===== src/rtl/rtcw_pkg.sv =====
package rtcw_pkg;
    // register map
    localparam int NREG    = 5;
    localparam int A_TIME  = 0;
    localparam int A_ALARM = 1;
    localparam int A_IEN   = 2;
    localparam int A_PRESC = 3;
    localparam int A_SWTCH = 4;
    localparam int A_STAT  = 5;
    // status layout
    localparam int SW      = 16;
    localparam int B_PEND  = 14;
    localparam int B_DONE  = 15;
endpackage


===== src/rtl/rtcw_commit.sv =====
module rtcw_commit
    import rtcw_pkg::*;
#(
    parameter int DW = 32,
    parameter int AW = 3
) (
    input  logic                     clk,
    input  logic                     rst,
    input  logic                     wr_en,
    input  logic [AW-1:0]            wr_addr,
    input  logic [DW-1:0]            wr_data,
    input  logic                     tick,
    output logic [NREG-1:0][DW-1:0]  bank_o,
    output logic                     pend_o,
    output logic                     commit_o
);
    localparam logic [DW-1:0] IEN_KEEP = DW'({SW{1'b1}});

    typedef struct packed {
        logic                    pend;
        logic [AW-1:0]           addr;
        logic [DW-1:0]           data;
        logic [NREG-1:0][DW-1:0] bank;
    } cm_st_t;

    cm_st_t st_d, st_q;
    logic   defer_hit, accept, commit;

    always_comb begin
        st_d      = st_q;
        defer_hit = wr_en && (wr_addr < AW'(NREG));
        accept    = defer_hit && !st_q.pend;
        commit    = tick && st_q.pend;
        if (commit) begin
            for (int i = 0; i < NREG; i++) begin
                if (st_q.addr == AW'(i)) st_d.bank[i] = st_q.data;
            end
            st_d.pend = 1'b0;
        end
        if (accept) begin
            st_d.pend = 1'b1;
            st_d.addr = wr_addr;
            st_d.data = (wr_addr == AW'(A_IEN)) ? (wr_data & IEN_KEEP) : wr_data;
        end
    end

    always_ff @(posedge clk) begin
        if (rst) st_q <= '0;
        else     st_q <= st_d;
    end

    assign bank_o   = st_q.bank;
    assign pend_o   = st_q.pend;
    assign commit_o = commit;

    AST_HOLD_WHILE_PEND: assert property (@(posedge clk) disable iff (rst)
        (st_q.pend && !tick) |=> (st_q.pend && $stable(st_q.data) && $stable(st_q.addr)));
    AST_COMMIT_RELEASES: assert property (@(posedge clk) disable iff (rst)
        (st_q.pend && tick) |=> !st_q.pend);
    AST_ACCEPT_PARKS: assert property (@(posedge clk) disable iff (rst)
        (!st_q.pend && wr_en && (wr_addr < AW'(NREG))) |=> st_q.pend);
    AST_BANK_FROZEN: assert property (@(posedge clk) disable iff (rst)
        (!st_q.pend || !tick) |=> $stable(st_q.bank));
endmodule


===== src/rtl/rtcw_status.sv =====
module rtcw_status
    import rtcw_pkg::*;
#(
    parameter int NEVT = 7
) (
    input  logic            clk,
    input  logic            rst,
    input  logic [NEVT-1:0] evt_i,
    input  logic [SW-1:0]   clr_i,
    input  logic            done_i,
    output logic [SW-1:0]   stat_o
);
    localparam logic [SW-1:0] KEEP = SW'((1 << NEVT) - 1) | (SW'(1) << B_DONE);

    typedef struct packed {
        logic [SW-1:0] stat;
    } ss_st_t;

    ss_st_t        st_d, st_q;
    logic [SW-1:0] set_v;

    always_comb begin
        st_d      = st_q;
        set_v     = SW'(evt_i);
        set_v[B_DONE] = done_i;
        st_d.stat = ((st_q.stat & ~clr_i) | set_v) & KEEP;
    end

    always_ff @(posedge clk) begin
        if (rst) st_q <= '0;
        else     st_q <= st_d;
    end

    assign stat_o = st_q.stat;

    AST_EVT_LATCH: assert property (@(posedge clk) disable iff (rst)
        (|evt_i) |=> ((st_q.stat[NEVT-1:0] & $past(evt_i)) == $past(evt_i)));
    AST_DONE_SET: assert property (@(posedge clk) disable iff (rst)
        done_i |=> st_q.stat[B_DONE]);
    AST_CLR_NOW: assert property (@(posedge clk) disable iff (rst)
        (clr_i[B_DONE] && !done_i) |=> !st_q.stat[B_DONE]);
endmodule


===== src/rtl/rtcw_readout.sv =====
module rtcw_readout
    import rtcw_pkg::*;
#(
    parameter int DW = 32,
    parameter int AW = 3
) (
    input  logic [NREG-1:0][DW-1:0] bank_i,
    input  logic [SW-1:0]           stat_i,
    input  logic                    pend_i,
    input  logic [AW-1:0]           raddr_i,
    output logic [DW-1:0]           rdata_o,
    output logic                    irq_o
);
    logic [SW-1:0] full_stat;
    logic [SW-1:0] ien;

    always_comb begin
        full_stat         = stat_i;
        full_stat[B_PEND] = pend_i;
        ien               = bank_i[A_IEN][SW-1:0];
        irq_o             = |(full_stat & ien);
        rdata_o           = '0;
        if (raddr_i == AW'(A_STAT)) begin
            rdata_o = DW'(full_stat);
        end else begin
            for (int i = 0; i < NREG; i++) begin
                if (raddr_i == AW'(i)) rdata_o = bank_i[i];
            end
        end
    end
endmodule


===== src/rtl/tick_commit_regs.sv =====
module tick_commit_regs
    import rtcw_pkg::*;
#(
    parameter int DW   = 32,
    parameter int AW   = 3,
    parameter int NEVT = 7
) (
    input  logic            clk,
    input  logic            rst,
    input  logic            bus_we,
    input  logic [AW-1:0]   bus_waddr,
    input  logic [DW-1:0]   bus_wdata,
    input  logic [AW-1:0]   bus_raddr,
    output logic [DW-1:0]   bus_rdata,
    input  logic            sec_tick,
    input  logic [NEVT-1:0] evt_strobe,
    output logic            irq,
    output logic [DW-1:0]   time_val,
    output logic [DW-1:0]   alarm_val,
    output logic [DW-1:0]   presc_val,
    output logic [DW-1:0]   swatch_val
);
    logic [NREG-1:0][DW-1:0] bank;
    logic                    pend, commit;
    logic [SW-1:0]           stat, clr_mask;

    assign clr_mask = (bus_we && bus_waddr == AW'(A_STAT)) ? bus_wdata[SW-1:0] : '0;

    rtcw_commit #(.DW(DW), .AW(AW)) u_commit (
        .clk(clk), .rst(rst), .wr_en(bus_we), .wr_addr(bus_waddr),
        .wr_data(bus_wdata), .tick(sec_tick), .bank_o(bank),
        .pend_o(pend), .commit_o(commit)
    );

    rtcw_status #(.NEVT(NEVT)) u_status (
        .clk(clk), .rst(rst), .evt_i(evt_strobe), .clr_i(clr_mask),
        .done_i(commit), .stat_o(stat)
    );

    rtcw_readout #(.DW(DW), .AW(AW)) u_readout (
        .bank_i(bank), .stat_i(stat), .pend_i(pend), .raddr_i(bus_raddr),
        .rdata_o(bus_rdata), .irq_o(irq)
    );

    assign time_val   = bank[A_TIME];
    assign alarm_val  = bank[A_ALARM];
    assign presc_val  = bank[A_PRESC];
    assign swatch_val = bank[A_SWTCH];

    AST_IRQ_NEEDS_EN: assert property (@(posedge clk) disable iff (rst)
        irq |-> (bank[A_IEN][SW-1:0] != '0));
    AST_STAT_IGNORES_PEND: assert property (@(posedge clk) disable iff (rst)
        !stat[B_PEND]);
endmodule


===== config.mk =====
export PLATFORM = sky130hd
export DESIGN_NAME = tick_commit_regs
export DESIGN_NICKNAME = d
export VERILOG_FILES = /design/src/rtl/rtcw_pkg.sv /design/src/rtl/rtcw_commit.sv /design/src/rtl/rtcw_status.sv /design/src/rtl/rtcw_readout.sv /design/src/rtl/tick_commit_regs.sv
export SDC_FILE = /design/constraint.sdc
export NUM_CORES = 1
export LEC_CHECK = 0
export ABC_AREA = 1
export BUFFER_PORTS_ARGS = -buffer_cell sky130_fd_sc_hd__buf_2
export CAP_MARGIN = 20
export CORE_UTILIZATION = 25
export DETAILED_ROUTE_END_ITERATION = 12
export PLACE_DENSITY_LB_ADDON = 0.1
export SYNTH_ARGS = -nofsm -noshare
export SYNTH_HDL_FRONTEND = slang
export SYNTH_HIERARCHICAL = 1
export SYNTH_SLANG_ARGS = --single-unit

===== constraint.sdc =====
create_clock -name clk -period 1.3 [get_ports clk]
set_input_delay 0 -clock clk [delete_from_list [all_inputs] [get_ports clk]]
set_output_delay 0 -clock clk [all_outputs]
set_load 0.03 [all_outputs]

; Word level (Yosys, flattened, before mapping)
; Cells that the tools add are included.
[word_totals]
regBits = 212
input_bits = 49
[classes]
order_cmp = 1
n_eq_ne = 11
n_mux = 10
bitwise = 4
reduce_logical = 14
[ops]
columns = op, count
row1 = 32-bit two-way mux, 7
row2 = 36-bit two-way mux, 1
row3 = 16-bit AND, 2
row4 = 16-bit two-way mux, 1
row5 = 16-bit inverter, 1
row6 = 16-bit OR, 1
row7 = 16-bit OR reduction, 1
row8 = 3-bit by 2-bit == test with 1-bit output (second input constant), 5
row9 = 3-bit == test (second input constant), 4
row10 = 2-bit AND reduction, 5
row11 = 3-bit by 1-bit == test with 1-bit output (second input constant), 2
row12 = 3-bit logical NOT, 2
row13 = 1-bit logical AND, 4
row14 = 3-bit < comparator (second input constant), 1
row15 = 2-bit nonzero test, 1
row16 = 1-bit logical NOT, 1
row17 = 1-bit two-way mux, 1

; Logic depth before layout (Yosys ltp)
[logic_depth]
depth_word = 7
mapped_depth = 8
mapped_depth_nobuf = 6

; By module
; The synthesis kept the hierarchy.
[modules_own_cells]
columns = module, n_inst, cells_per_inst, area_per_inst_um2
row1 = rtcw_commit, 1, 1318, 9335.2
row2 = rtcw_readout, 1, 364, 1650.3
row3 = rtcw_status, 1, 50, 395.4
row4 = tick_commit_regs, 1, 37, 235.2

; Least setup slack after synthesis
; OpenSTA, ideal clock, no wires.
[synth_path]
path_kind = reg-to-reg
from = register u_commit.st_q, in the netlist u_commit/pend_o
to = register u_commit.st_q, in the netlist u_commit/bank_o[32]
setup_time_ns = 0.115
arrival_time_ns = 1.155
required_ns = 1.185
setup_slack_ns = 0.030
path_stages_with_launch = 8
path_buffers = 2
period_less_slack_ns = 1.270
path_cell_list = dfxtp_1 nand2_1 nor2_2 buf_2 buf_2 nand3_1 nand2_1 nor2_1
[synth_between]
elab_chain_cells = 2
[synth_lines]
columns = element, line_no
row1 = start: declaration, rtcw_commit.sv:26  ; cm_st_t st_d, st_q;
row2 = start signal: assignment, rtcw_commit.sv:49  ; else st_q <= st_d;
row3 = 1-bit logical AND, rtcw_commit.sv:33  ; commit = tick && st_q.pend;
row4 = 2-bit AND reduction (no line), -
; Every way passes these cells.
; A chain may end at the register's enable or synchronous reset.

; Worst setup path in the final report
[layout_path]
from = register u_commit.st_q, in the netlist u_commit/pend_o
to = output port irq
[layout_between]
elab_chain_cells = 2
[layout_lines]
columns = element, line_no
row1 = 16-bit AND, rtcw_readout.sv:21  ; irq_o = |(full_stat & ien);
row2 = 16-bit OR reduction, rtcw_readout.sv:21
row3 = end: declaration, tick_commit_regs.sv:17  ; output logic irq,
; Every way passes these cells.

==> flow_summary.json <==
{
  "cts_sinks": 204,
  "start_kind": "flop",
  "fin_crit_sh": 1.26,
  "syn-cell-area_um2": 11500,
  "syn_inst": 1752,
  "grt_pass1_vias": 11000,
  "final_cells": 2565,
  "insertion_delay_ns": 0.55,
  "drtIter0Drc": 785,
  "syn_to_final_growth_pct": 50.9,
  "clkTransAtPathRegs_ns": 0.06,
  "antenna_found_initial": 0,
  "overflow": 0,
  "finalWirelength_um": 48600,
  "pin_count": 210,
  "vias": 11800,
  "clock.fmax_mhz": 609,
  "fill_cells": 4780,
  "nets": 1995,
  "routedWlPerCell_um": 18.9,
  "drt-pass1-iter-count": 5,
  "viasPerCell": 4.59,
  "portBuffers": 209,
  "r2r-start": "u_commit/pend_o",
  "drc": 0,
  "cts_tree": "done",
  "finalClockSkew_ns": 0.0238,
  "slew_violations": 0,
  "grt_pass1_wl_um": 70300,
  "critical_path_peak_fanout": 2,
  "crit_arrival_ns": 1.64,
  "r2r-end": "u_commit/st_q[162]",
  "hpwl_um": 31900,
  "maxCapViolCount": 0,
  "max-vdd-ir-drop_uv": 694,
  "rr_worst_depth": 9,
  "cp-end-kind": "output pin",
  "crit_end": "irq",
  "post-place-ws_ns": -0.0428,
  "p_total_w": 0.0182,
  "fin_ws_ns": -0.342,
  "grt_start_max_net_pins": 37,
  "ant_nets": 0,
  "drive_gt1_frac": 0.440,
  "hold_slack_ns": 0.0551,
  "critPathMostFrequentCell": "buf_6",
  "fp-row-count": 78,
  "setup_violations": 219,
  "syn_area_per_cell_um2": 6.57,
  "criticalPathCategory": "flop to output pin",
  "dieArea_um2": 46900,
  "fin_tns_setup_ns": -33.24,
  "cpPeakStageDelay_ns": 0.33,
  "power_leakage_nw": 7.62,
  "yosys_warnings": 6,
  "root_buffer": "clkbuf_16",
  "p_per_area_nw_per_um2": 1050,
  "cts_buffers": 25,
  "cp_cell_sequence": "buf_6, nand2_2, nand4_1, nor2_1, nand3_1, buf_6",
  "crit_path_top_delay_cell": "dfxtp_2",
  "die_y_um": 217,
  "fin_crit_ns": 1.64,
  "num_antenna_cells": 0,
  "status": "finished with violations",
  "required_ns": 1.30,
  "critPathLaunch": "u_commit/pend_o",
  "rsz0062_at_grt": "yes",
  "clock_path_buffers": 3,
  "gp_congestion": 0.875,
  "fp.dieW_um": 217,
  "min_path_type": "primary input to flop",
  "violations": "setup timing",
  "track_usage": 0.194,
  "core-area_um2": 45400,
  "ff2ff_setup_slack_ns": -0.26,
  "hold_violations": 0,
  "dp_cells": 2366,
  "start_util": 0.253,
  "htreeDepth": 1
}
[critical path: cells and delay by family, from the launching register on]
family	cells	cell delay, ns
DFF	1	0.33
buffers and inverters	2	0.27
and+or+nand+nor	4	0.48
[report_power, final]
| part | internal (W) | switching (W) | leakage, nW |
|---|---|---|---|
| registers | 0.00645 | 0.000152 | 1.70 |
| logic | 0.00138 | 0.00213 | 5.46 |
| clock network | 0.00510 | 0.00300 | 0.462 |
[what timing repair did]
action / in CTS / in global routing
gates resized for setup: 256 / 304
setup endpoints to repair: 66 / 233
hold endpoints to repair: 60 / 1
setup buffers: 55 / 19
hold buffers: 52 / 2
pin swaps: 90 / 223
gates cloned: 14 / 20
[layer usage]
layer / wire, um / vias to the layer above / GRT usage
li1: - / 5831 / -
met1: 24000 / 5577 / 0.290
met2: 21000 / 323 / 0.285
met3: 2740 / 47 / 0.0323
met4: 880 / 0 / 0.0488
met5: 0 / - / 0
[layout make-up]
class / count / area, um2 / area share
inverters: 120 / 463 / 0.0267
repair buffers: 449 / 4440 / 0.256
multi-input cells: 1146 / 6540 / 0.377
clock inverters: 14 / 256 / 0.0148
clock buffers: 32 / 682 / 0.0393
well taps: 600 / 751 / 0.0433
flip-flops and latches: 204 / 4230 / 0.244
[sequential cells by signal, indices dropped and copies added (netlist names)]
name             count
u_commit/bank_o    160
u_commit/pend_o      1
u_commit/st_q       35
u_status/stat_o      8
[per-stage QoR]
step / util / instance area, um2
after detailed placement: 0.278 / 12600
after global routing: 0.382 / 17400
after global placement: 0.278 / 12600
after floorplan: - / 11500
after CTS: 0.345 / 15700
final: 0.382 / 17400
[worst min path at each step]
stage	startpoint	slack, ns	endpoint	depth (start not counted)
CTS	bus_waddr[0]	0.001	u_commit/pend_o	4
global placement	evt_strobe[6]	0.25	u_status/stat_o[6]	3
global route	bus_waddr[0]	0.06	u_commit/st_q[194]	5
floorplan	rst	0.07	u_commit/pend_o	1
detailed placement	evt_strobe[6]	0.26	u_status/stat_o[6]	3
finish	bus_waddr[0]	0.06	u_commit/st_q[194]	5
[layout by cell type, fill, tap and decap left out, types with 9 or more instances in the layout]
cell           count
buf_16            11
buf_8             12
nand3_2          155
a21oi_2           38
nand3_4           10
nand2_2           41
buf_12            50
buf_4             98
dlygate4sd3_1     54
nor2_4            17
a21oi_1           66
a21boi_0          16
inv_1            110
nand2_1          246
nor2_1           327
clkbuf_16         42
dfxtp_4           11
dfxtp_1          112
dfxtp_2           81
o21ai_2            9
buf_2            176
buf_6             30
nand3_1           95
nand4_1           51
nor2_2            40
Power figures use the tool's default switching activity.
